===== src/rtl/tx_unpacker_pkg.sv =====
package tx_unpacker_pkg;

  typedef enum logic {
    FS_IDLE = 1'b0,
    FS_RUN  = 1'b1
  } frame_state_e;

  typedef struct packed {
    logic word;
    logic hi_first;
  } pack_mode_t;

endpackage


===== src/rtl/txu_frame_ctl.sv =====
module txu_frame_ctl
  import tx_unpacker_pkg::*;
#(
  parameter int LEN_W = 11,
  parameter int LANES = 2,
  localparam int LC_W = $clog2(LANES + 1)
) (
  input  logic             clk,
  input  logic             rst_n,
  input  logic             start,
  input  logic [LEN_W-1:0] frame_len,
  input  logic             cfg_word,
  input  logic             cfg_hi_first,
  input  logic             accept,
  input  logic             byte_done,
  output logic             active,
  output pack_mode_t       mode,
  output logic [LC_W-1:0]  take_lanes,
  output logic             fetch_pending,
  output logic             last_byte
);

  frame_state_e     state_q, state_d;
  pack_mode_t       mode_q, mode_d;
  logic [LEN_W-1:0] fetch_left_q, fetch_left_d;
  logic [LEN_W-1:0] send_left_q, send_left_d;
  logic             go;

  assign go = (state_q == FS_IDLE) && start && (frame_len != '0);

  // Lanes consumed by the next transfer: one in byte mode, otherwise
  // as many as remain up to a full word.
  always_comb begin
    if (!mode_q.word) begin
      take_lanes = LC_W'(1);
    end else if (fetch_left_q >= LEN_W'(LANES)) begin
      take_lanes = LC_W'(LANES);
    end else begin
      take_lanes = fetch_left_q[LC_W-1:0];
    end
  end

  always_comb begin
    state_d      = state_q;
    mode_d       = mode_q;
    fetch_left_d = fetch_left_q;
    send_left_d  = send_left_q;
    if (go) begin
      state_d      = FS_RUN;
      mode_d.word     = cfg_word;
      mode_d.hi_first = cfg_hi_first;
      fetch_left_d = frame_len;
      send_left_d  = frame_len;
    end else if (state_q == FS_RUN) begin
      if (accept) begin
        fetch_left_d = fetch_left_q - LEN_W'(take_lanes);
      end
      if (byte_done) begin
        send_left_d = send_left_q - LEN_W'(1);
        if (send_left_q == LEN_W'(1)) begin
          state_d = FS_IDLE;
        end
      end
    end
  end

  always_ff @(posedge clk or negedge rst_n) begin
    if (!rst_n) begin
      state_q      <= FS_IDLE;
      mode_q       <= '0;
      fetch_left_q <= '0;
      send_left_q  <= '0;
    end else begin
      state_q      <= state_d;
      mode_q       <= mode_d;
      fetch_left_q <= fetch_left_d;
      send_left_q  <= send_left_d;
    end
  end

  assign active        = (state_q == FS_RUN);
  assign mode          = mode_q;
  assign fetch_pending = active && (fetch_left_q != '0);
  assign last_byte     = active && (send_left_q == LEN_W'(1));


  fetch_order_chk: assert property (@(posedge clk) disable iff (!rst_n)
    fetch_left_q <= send_left_q);


  no_underflow_chk: assert property (@(posedge clk) disable iff (!rst_n)
    byte_done |-> (active && send_left_q != '0));

endmodule


===== src/rtl/txu_lane_hold.sv =====
module txu_lane_hold
  import tx_unpacker_pkg::*;
#(
  parameter int DATA_W = 16,
  parameter int BYTE_W = 8,
  localparam int LANES = DATA_W / BYTE_W,
  localparam int LI_W  = (LANES > 1) ? $clog2(LANES) : 1,
  localparam int LC_W  = $clog2(LANES + 1)
) (
  input  logic              clk,
  input  logic              rst_n,
  input  logic              load,
  input  logic [DATA_W-1:0] load_data,
  input  logic [LC_W-1:0]   load_lanes,
  input  pack_mode_t        mode,
  input  logic              byte_done,
  output logic              held,
  output logic [BYTE_W-1:0] cur_byte
);

  logic [DATA_W-1:0] word_q, word_d;
  logic              held_q, held_d;
  logic [LC_W-1:0]   lanes_q, lanes_d;
  logic [LI_W-1:0]   idx_q, idx_d;
  logic [LI_W-1:0]   phys;
  logic [BYTE_W-1:0] lane_b [LANES];

  for (genvar g = 0; g < LANES; g++) begin : g_lane
    assign lane_b[g] = word_q[g*BYTE_W +: BYTE_W];
  end

  // Logical position to physical lane; byte mode always uses lane 0.
  always_comb begin
    if (!mode.word) begin
      phys = '0;
    end else if (mode.hi_first) begin
      phys = LI_W'(LANES - 1) - idx_q;
    end else begin
      phys = idx_q;
    end
  end

  assign cur_byte = lane_b[phys];

  always_comb begin
    word_d  = word_q;
    held_d  = held_q;
    lanes_d = lanes_q;
    idx_d   = idx_q;
    if (load) begin
      word_d  = load_data;
      held_d  = 1'b1;
      lanes_d = load_lanes;
      idx_d   = '0;
    end else if (held_q && byte_done) begin
      if (LC_W'(idx_q) + LC_W'(1) >= lanes_q) begin
        held_d = 1'b0;
        idx_d  = '0;
      end else begin
        idx_d = idx_q + LI_W'(1);
      end
    end
  end

  always_ff @(posedge clk or negedge rst_n) begin
    if (!rst_n) begin
      held_q  <= 1'b0;
      lanes_q <= '0;
      idx_q   <= '0;
    end else begin
      held_q  <= held_d;
      lanes_q <= lanes_d;
      idx_q   <= idx_d;
    end
  end

  always_ff @(posedge clk) begin
    if (load) begin
      word_q <= word_d;
    end
  end

  assign held = held_q;


  load_empty_chk: assert property (@(posedge clk) disable iff (!rst_n)
    load |-> !held_q);

endmodule


===== src/rtl/txu_bit_ser.sv =====
module txu_bit_ser #(
  parameter int BYTE_W = 8,
  localparam int BI_W = $clog2(BYTE_W)
) (
  input  logic              clk,
  input  logic              rst_n,
  input  logic              held,
  input  logic [BYTE_W-1:0] cur_byte,
  output logic              ser_bit,
  output logic              byte_done
);

  logic [BI_W-1:0] bit_q, bit_d;

  assign byte_done = held && (bit_q == BI_W'(BYTE_W - 1));
  assign ser_bit   = cur_byte[bit_q];

  always_comb begin
    bit_d = bit_q;
    if (held) begin
      bit_d = byte_done ? '0 : bit_q + BI_W'(1);
    end
  end

  always_ff @(posedge clk or negedge rst_n) begin
    if (!rst_n) begin
      bit_q <= '0;
    end else begin
      bit_q <= bit_d;
    end
  end


  byte_contig_chk: assert property (@(posedge clk) disable iff (!rst_n)
    (held && !byte_done) |=> held);

endmodule


===== src/rtl/tx_unpacker.sv =====
module tx_unpacker
  import tx_unpacker_pkg::*;
#(
  parameter int DATA_W = 16,
  parameter int BYTE_W = 8,
  parameter int LEN_W  = 11,
  localparam int LANES = DATA_W / BYTE_W,
  localparam int LC_W  = $clog2(LANES + 1)
) (
  input  logic              clk,
  input  logic              rst_n,
  input  logic              start,
  input  logic [LEN_W-1:0]  frame_len,
  input  logic              cfg_word,
  input  logic              cfg_hi_first,
  input  logic              in_valid,
  output logic              in_ready,
  input  logic [DATA_W-1:0] in_data,
  output logic              out_bit,
  output logic              out_valid,
  output logic              out_eof,
  output logic              busy
);

  logic              active;
  pack_mode_t        mode;
  logic [LC_W-1:0]   take_lanes;
  logic              fetch_pending;
  logic              last_byte;
  logic              accept;
  logic              held;
  logic              byte_done;
  logic [BYTE_W-1:0] cur_byte;

  assign in_ready = fetch_pending && !held;
  assign accept   = in_valid && in_ready;

  txu_frame_ctl #(.LEN_W(LEN_W), .LANES(LANES)) i_ctl (
    .clk(clk), .rst_n(rst_n), .start(start), .frame_len(frame_len),
    .cfg_word(cfg_word), .cfg_hi_first(cfg_hi_first), .accept(accept),
    .byte_done(byte_done), .active(active), .mode(mode),
    .take_lanes(take_lanes), .fetch_pending(fetch_pending),
    .last_byte(last_byte)
  );

  txu_lane_hold #(.DATA_W(DATA_W), .BYTE_W(BYTE_W)) i_hold (
    .clk(clk), .rst_n(rst_n), .load(accept), .load_data(in_data),
    .load_lanes(take_lanes), .mode(mode), .byte_done(byte_done),
    .held(held), .cur_byte(cur_byte)
  );

  txu_bit_ser #(.BYTE_W(BYTE_W)) i_ser (
    .clk(clk), .rst_n(rst_n), .held(held), .cur_byte(cur_byte),
    .ser_bit(out_bit), .byte_done(byte_done)
  );

  assign out_valid = held;
  assign out_eof   = byte_done && last_byte;
  assign busy      = active;


  eof_end_chk: assert property (@(posedge clk) disable iff (!rst_n)
    out_eof |=> !busy);


  valid_in_frame_chk: assert property (@(posedge clk) disable iff (!rst_n)
    out_valid |-> busy);

endmodule


===== config.mk =====
export PLATFORM = sky130hd
export DESIGN_NAME = tx_unpacker
export DESIGN_NICKNAME = d
export VERILOG_FILES = /design/src/rtl/tx_unpacker_pkg.sv /design/src/rtl/txu_frame_ctl.sv /design/src/rtl/txu_lane_hold.sv /design/src/rtl/txu_bit_ser.sv /design/src/rtl/tx_unpacker.sv
export SDC_FILE = /design/constraint.sdc
export NUM_CORES = 1
export LEC_CHECK = 0
export BUFFER_PORTS_ARGS = -buffer_cell sky130_fd_sc_hd__buf_4
export CAP_MARGIN = 20
export CORE_MARGIN = 3
export CORE_UTILIZATION = 40
export DETAILED_ROUTE_END_ITERATION = 8
export PLACE_DENSITY_LB_ADDON = 0.2
export SLEW_MARGIN = 20
export SYNTH_ARGS = -nofsm -noshare
export SYNTH_HDL_FRONTEND = slang
export SYNTH_SLANG_ARGS = --single-unit
export TNS_END_PERCENT = 50

===== constraint.sdc =====
create_clock -name clk -period 7.6 [get_ports clk]
set_input_delay 1.52 -clock clk [delete_from_list [all_inputs] [get_ports clk]]
set_output_delay 1.52 -clock clk [all_outputs]
set_load 0.005 [all_outputs]

==> results of run 1 <==
## flip-flops by register name, summed over array words and instances, names as in the netlist
| signal | cells |
|---|---|
| i_ctl.active | 1 |
| i_ctl.fetch_left_q | 11 |
| i_ctl.mode | 2 |
| i_ctl.send_left_q | 11 |
| i_hold.held | 1 |
| i_hold.idx_q | 1 |
| i_hold.lanes_q | 2 |
| i_hold.word_q | 16 |
| i_ser.bit_q | 3 |
## metrics by stage
stage               setup slack (ns)  total power (W)  cell area (um2)
finish                         3.461        0.0009687             3022
global route                   3.183         0.001047             3022
CTS                            3.427        0.0009749             3022
detailed placement             3.789        0.0007492             2884
global placement               3.838        0.0007448             2884
floorplan                      4.336        0.0006587             2559
## power groups by stage
stage	combinational [W]	sequential [W]	clock, W
finish	0.000309	0.000436	0.000223
global route	0.000354	0.000450	0.000242
CTS	0.000313	0.000434	0.000228
detailed placement	0.000311	0.000439	0
global placement	0.000308	0.000437	0
floorplan	0.000258	0.000401	0
## cell usage after synthesis (all sizes together), types with 2 or more instances
library cell and instances:
dfrtp 32, nand2 27, nor2 17, edfxtp 16
clkbuf 13, a21oi 11, nand3 11, inv 9
nand4 9, o211ai 8, ha 7, nand2b 7
nor4 6, or4 6, xor2 6, a311oi 5
nand4b 5, nor3 5, o21ai 5, or3 5
a211o 4, a22o 4, or2 4, a31oi 3
nand3b 3, o22ai 3, nor3b 2, o311ai 2
o31ai 2
## path summary, 6_finish.rpt
check | startpoint | endpoint | slack [ns] | depth (start not counted)
min in group asynchronous | rst_n | i_ctl.fetch_left_q[7] | 1.14 | 1
worst max-delay path | i_ser.bit_q[0] | out_eof | 3.46 | 6
worst max register to register | i_ctl.fetch_left_q[6] | i_ctl.fetch_left_q[10] | 4.69 | 8
max in group asynchronous | rst_n | i_ctl.send_left_q[5] | 6.15 | 1
worst min register to register | i_ctl.fetch_left_q[10] | i_ctl.fetch_left_q[10] | 0.50 | 1
worst min-delay path | i_ctl.fetch_left_q[10] | i_ctl.fetch_left_q[10] | 0.50 | 1
## cells by family (layout without fill, tap and decap cells)
logic type,after synthesis,in the layout,share of synthesized area [%]
DFF,48,48,50.07
AOI/OAI and AO/OA,55,55,15.99
and+or+nand+nor,112,112,23.86
muxes,2,2,0.8313
adders and majority gates,7,7,3.423
xor gates and xnor gates,7,7,2.396
buffers and inverters,23,55,3.423
## worst max-delay path, stage by stage (launching register included)
cell	delay, ns
dfrtp_1	0.64
ha_1	0.23
ha_1	0.26
and3_1	0.47
nand3_1	0.12
nor4bb_1	0.40
buf_4	0.19
## layer usage
layer  global-route usage, %  vias up  wire, um
met3                   3.362        8       230
met1                   25.72      975      2898
met5                       0        -         0
met4                   5.755        0        85
met2                   23.76       56      2556
li1                        -     1023         -
## area by class of cell
| type | count | area share, % |
|---|---|---|
| repair buffers | 38 | 9.441 |
| flip-flops and latches | 48 | 42.40 |
| clock inverters | 3 | 2.277 |
| inverters | 9 | 1.118 |
| well taps | 75 | 3.106 |
| clock buffers | 5 | 2.277 |
| multi-input cells | 183 | 39.38 |
==> run summary, run 1 <==
The flow ran to the end, and the final reports show no timing, DRC or antenna violations. The type of the worst min-delay path was flop to flop. The run gives 16.90% as the total global routing track utilization. The areal power density over the cells came out at 320.6 nW/um2. After synthesis, the cell types taking the most area are dfrtp_1 (31%), edfxtp_1 (19%), nand2_1 (4.0%). After clock tree synthesis, the setup repair step added 0 buffers.

Setup violations remaining at the end of the flow were counted as 0. The number of pins exceeding their max-slew limit in the final report is 0. Once the floorplan was initialized, standard cells occupied 42.22% of the core. For this run, design rule violations remaining after detail routing come to 0. The tools report the DRC violation total after the first TritonRoute iteration as 154. The max-slew headroom at the worst pin was 35.56%; the deepest clock path buffer count was 2. The logs give 0.31 ns for the clock latency of the later-clocked register in the worst-skew pair and 325 for the number of nets in the final layout. STA puts the critical path data arrival time at 2.62 ns. Of the total power, registers draw 45.0%. The sequential cells in the finished layout cover a total of 1281 um2.

Input and output buffers added on the ports amount to 37. The run gives 294 as the number of nets produced by synthesis. The number of global-route vias before repair came out at 1903. The share of synthesized registers carrying an async set or reset is 66.67%, and the top-level I/O count is 38. The run gives 0 as the total of cells resized after clock tree synthesis.

Setup repair after global routing left no endpoint under its margin. Reported leakage power: 1.175 nW. Post-synthesis cell type with the largest combined area: dfrtp_1. CTS built an H-tree with a depth of 2.

The floorplan step defined a core boundary enclosing 6061 um2. The clock period could shrink to 4.139 ns. Endpoint type of the worst setup path: an output port. For the initial antenna violation count, the log shows 0. The clock share of power was 23.1%. The final hold violation count was 0; the die outline area was 7393 um2. The synthesized area per cell is 10.07 um2. Entering global routing, the biggest net connects 33 pins. The tools report the global placement routability congestion as 0.8849. The tool flagged a number of max-cap violations equal to 0. The synthesized netlist contains 51 unique library cells. Total grt overflow: 0. The run gives 0.5042 ns as the worst hold-check slack. At the pin with the least slew margin, the transition time is 0.9601 ns.

For the synthesized netlist cell count, the log shows 254. After detailed routing, the average wire length per cell comes to 15.99 um. TritonCTS built the clock tree. Once detail routing completed, the nets flagged for antenna violations numbered 0. In the layout the commonest cells are buf_4 (38), dfrtp_1 (32), nand2_1 (27). The first global-routing pass estimated 9839 um of wire. The maximum net fanout on the critical path works out to 19. The worst setup path is launched from a flop. The number of sinks driven by the clock tree was 48.

In the final layout, the multi-input gates occupy 1190 um2. The number of synthesized flops with an enable pin is 16, and the mean number of vias per cell is 5.712. Detailed placement ended at an HPWL of 4244 um. The portion of the clock cycle consumed by the worst path in the final layout was 54.47%; the post-synthesis instance area was 2559 um2. The total wire length is 5771 um.

Most frequently used flop master after synthesis: dfrtp_1. Placed instance count: 353. The via count came out at 2062. For the worst setup path, the data required time is 6.08 ns.

TritonCTS created 5 clock buffers. The post-route netlist has 19.58% of its cells at a drive strength greater than 1. Sequential elements use 50.07% of the synthesized area.

The number of warnings printed during yosys synthesis came out at 0. The number of buffers inserted for hold repair after clock tree synthesis came out at 0. Measured along the x axis, the die boundary spans 85.98 um.

The run gives 28 as the number of placement rows. Number of inserted diodes: 0. Final setup TNS: 0 ns.

Cell internal power was estimated by the tool at 0.0006281 W. The growth of design area from synthesis to finish is 18.09%. For the maximum resistive drop on vdd, the log shows 0.0001467 V. The root buffer cell chosen for the clock tree is clkbuf_8.

The area fraction of the dominant cell type after synthesis came out at 31.30%. The die height is 85.98 um, and the final standard cell utilization of the core is 49.86%. The filler cells instantiated in the layout total 586.

The total iterations of the first detailed-routing run was 4; the net load switching power was 0.0003407 W. The share of total power in combinational logic came out at 31.9%. Net switching is 35.17% of the power.

The clock transition at the registers of the reported paths works out to 0.09 ns. The critical path start-end classification is flop to output port. Based on the critical path, the design can be clocked at up to 241.6 MHz. The non-filler instance count after layout is 361, and the largest clock skew in the final design is 0.005230 ns.

Most common cell after layout, fill and taps aside: buf_4. The synthesized flop and latch total is 48.
Power figures use the tool's default switching activity.
==> run 2, diff against run 1 <==
ABC_AREA = 1   (was not set)
clock period = 4.1 ns   (was 7.6 ns; I/O delays follow)
==> run summary, run 2 <==
The run finished with clean final reports. After detailed routing, the number of remaining DRC violations is 0. The top cell types in the final layout, fill and taps aside, are nand2_1 (54), inv_1 (39), buf_4 (37). The tools report the top-level I/O count as 38. After synthesis, the most frequently instantiated cells are nand2_1 (54), inv_1 (39), dfrtp_1 (32). Area of all sequential standard cells: 1281 um2. The clock latency of the later-clocked register in the worst-skew pair is 0.30 ns, and the number of inserted diodes is 0. The placed cell area was 2967 um2; the setup fix buffers added after clock tree synthesis was 0.

The clock transition at the registers of the reported paths works out to 0.10 ns. Counting stages on the worst path, the most repeated cell is ha_1. The largest clock skew in the final design is 0.006229 ns, and the total met3 wirelength after detailed routing is 353 um. In this run, post-CTS repair resized a total of 0 instances. During synthesis, Yosys emitted a total of 0 warnings.

Register ranked first by flip-flop count: i_hold.word_q. The via count was 2167. The analysis attributes to cell leakage a power of 1.411 nW. The most used flip-flop cell after synthesis is dfrtp_1.

Summing the sequential cell areas from Yosys gives 48.44% of the chip area. The total global routing track utilization came out at 17.15%. The count of distinct cell types in the synthesized netlist is 39. dfrtp_1 takes more of the synthesized area than any other cell. For this run, the share of the core covered by cells in the final layout is 50.00%. The detailed router put a total of 2882 um of wire on met1. The largest single stage delay on the critical path is 0.58 ns.

The tools report the DRC violation total after the first TritonRoute iteration as 123. The highest metal layer carrying signal wires in the routed design is met4. The average instance in the mapped netlist occupies 8.672 um2.

After routing the design area is 3083 um2. Summed over all failing endpoints, the final setup total negative slack is 0 ns. The worst setup path is captured at an output port.

For this design the ratio of total power to cell area is 610.0 nW/um2. After synthesis, the largest family of logic cells by area is simple AND/OR/NAND/NOR gates. After detailed routing, the average wire length per cell comes to 14.58 um. The upper clock frequency limit is 323.9 MHz. The run gives 305 as the synthesized netlist cell count. The worst setup path is launched from a flop.

The routed design has 6093 um of wire. The run gives 2645 um2 as the post-synthesis instance area. Area fraction in and, or, nand and nor cells after synthesis: 24.60%.

The register with the most flip-flops in the layout has 16 of them. Counting flops with an async set or reset pin after synthesis yields a share of 66.67%. At the pin with the least slew margin, the transition time is 0.5959 ns. In the final design database the tool counted 382 nets. The tools report the global placement routability congestion as 0.8562. The largest individual stage delay along the critical path comes from the cell nor4_1.

The effective utilization at floorplan is 42.90%. Once detailed placement completed, the half-perimeter wirelength came to 4493 um. The number of pins exceeding their max-slew limit in the final report came out at 0. In this run the vertical extent of the chip is 87.32 um. For the total clock buffers created by CTS, the log shows 5. The most common cell after layout, fill and taps aside was nand2_1. Worst-case reg-to-reg path depth: 13. In this run the critical register-to-register path is launched from i_ctl.fetch_left_q[4]. In the final layout, the registers with the most flip-flops are i_hold.word_q x16, i_ctl.fetch_left_q x11, i_ctl.send_left_q x11. Measured against the total synthesized area, the mux share comes to 0%. The floorplan step defined a die boundary enclosing 7624 um2. The initialized floorplan defines 28 standard-cell rows. Entering global routing, the biggest net connects 33 pins. Across the VDD grid, the largest voltage drop is 0.0002254 V. The logs give 0.001881 W for the overall power consumption and 0 for the remaining antenna violation count. The most common cell in the synthesized netlist was nand2_1.

Number of sinks driven by the clock tree: 48. After synthesis, the cell types taking the most area are dfrtp_1 (30%), edfxtp_1 (18%), nand2_1 (7.7%). The worst path required time was 3.28 ns. The tree is rooted in a clkbuf_8. The number of nets in the synthesized netlist is 345. STA puts the critical path data arrival time at 2.27 ns. The fraction of the mapped netlist area in compound gates was 13.86%; the filler cell count in the final layout was 622. Relative to the synthesized area, the layout overhead comes to 16.56%. The initial antenna violation count was 0. Dividing the detail-routed via count by the number of cells gives 5.184.

The critical path goes through ha_1 > ha_1 > nand3_1 > nor4_1 > buf_4. The number of H-tree branching levels came out at 2. For the deepest clock path buffer count, the log shows 2.

The worst setup path is of the flop to output port kind. The adder-cell share of the synthesized area is 3.311%. Tracing the worst setup path back leads to its startpoint at i_ser.bit_q[1]. Number of I/O port buffers: 37.

The worst hold path belongs to the class primary input to asynchronous set/reset pin. The synthesized design contains 48 register bits. Time the final worst path needs with I/O delays and setup: 3.088 ns. Cells with a size suffix above 1 make up 19.53% of the layout. Yosys mapped a number of flops with a built-in enable equal to 16. The run gives 0 as the total grt overflow.

The number of global-route vias before repair came out at 2081. Max-cap violations in this run came to 0. In this run, placement finished with an instance count of 410.

Setup repair after global routing left no endpoint under its margin. In the final layout, the multi-input gates occupy 1149 um2. The floorplan step set the die width to 87.32 um. In this run the tightest slew margin relative to its limit is 60.27%. In this run, post-CTS hold repair placed 0 buffers. The tools report the placeable core region as 6166 um2.

After the flow finishes, the layout carries non-filler instances totaling 418. For the first-pass GRT wire length, the log shows 10180 um. The worst path uses 75.31% of the clock period. The met2 wire length is 2761 um, and the number of setup violations in the final report is 0.

Of all nets on the critical path, the largest fanout is 13. TritonCTS built the clock tree. The tools report the total iterations of the first detailed-routing run as 4. The final hold violation count is 0, and the area fraction of the dominant cell type after synthesis is 30.27%.

Of the total synthesized cell area, the portion taken by XOR and XNOR cells is 1.656%.
-- run 2: cell types whose count changed in the layout (fill, tap and decap cells not counted), sizes merged, moves of 5 or more --
cell,delta
inv,+34
nand2,+31
nand3,+16
o21ai,+15
nor2,+11
nand2b,-7
or4,-6
a311oi,-5
nand4b,-5
or3,-5
-- run 2: cell type report --
| type | instances | area share (%) |
|---|---|---|
| inverters | 44 | 5.357 |
| clock buffers | 5 | 2.232 |
| repair buffers | 37 | 9.010 |
| well taps | 75 | 3.044 |
| multi-input cells | 206 | 37.26 |
| clock inverters | 3 | 1.542 |
| flip-flops and latches | 48 | 41.56 |
-- run 2: cells by family (layout without fill, tap and decap cells) --
group | count (synthesis) | count (layout)
adder cells (fa/ha/maj) | 7 | 7
AND/OR/NAND/NOR | 136 | 136
buffers and inverters | 51 | 89
XOR/XNOR | 5 | 5
flip-flops | 48 | 48
AO/OA/AOI/OAI | 58 | 58
-- run 2: final timing paths --
check	to	slack, ns
max in group asynchronous	i_hold.idx_q	3.33
min in group clk	i_hold.lanes_q[0]	0.49
worst min register to register	i_hold.lanes_q[0]	0.49
worst min-delay path	i_ctl.fetch_left_q[4]	0.46
worst max register to register	i_ctl.fetch_left_q[6]	1.88
worst max-delay path	out_eof	1.01
-- run 2: stage by stage --
stage / setup WS, ns / hold slack, ns
2_1_floorplan: 2.051 / 0.4534
3_3_place_gp: 1.525 / 0.4717
3_5_place_dp: 1.412 / 0.4767
4_1_cts: 1.051 / 0.4649
5_1_grt: 0.8929 / 0.4675
6_report: 1.012 / 0.4562
-- run 2: power breakdown --
group,switching [W],total (W),internal (W)
Clock,0.000170,0.000354,0.000184
Combinational,0.000430,0.000731,0.000301
Sequential,0.000142,0.000796,0.000654
Total,0.000742,0.00188,0.00114
-- run 2: per-layer routing --
layer  vias up  track usage, %
li1       1114               -
met1       988           24.36
met2        58           26.10
met3         7           3.690
met4         0           5.300
met5         -               0
-- run 2: critical path, delay by kind of cell (launching register included) --
family / cells / cell delay [ns]
buffers and inverters: 1 / 0.20
adders and majority gates: 2 / 0.39
DFF: 1 / 0.41
and+or+nand+nor: 2 / 0.95
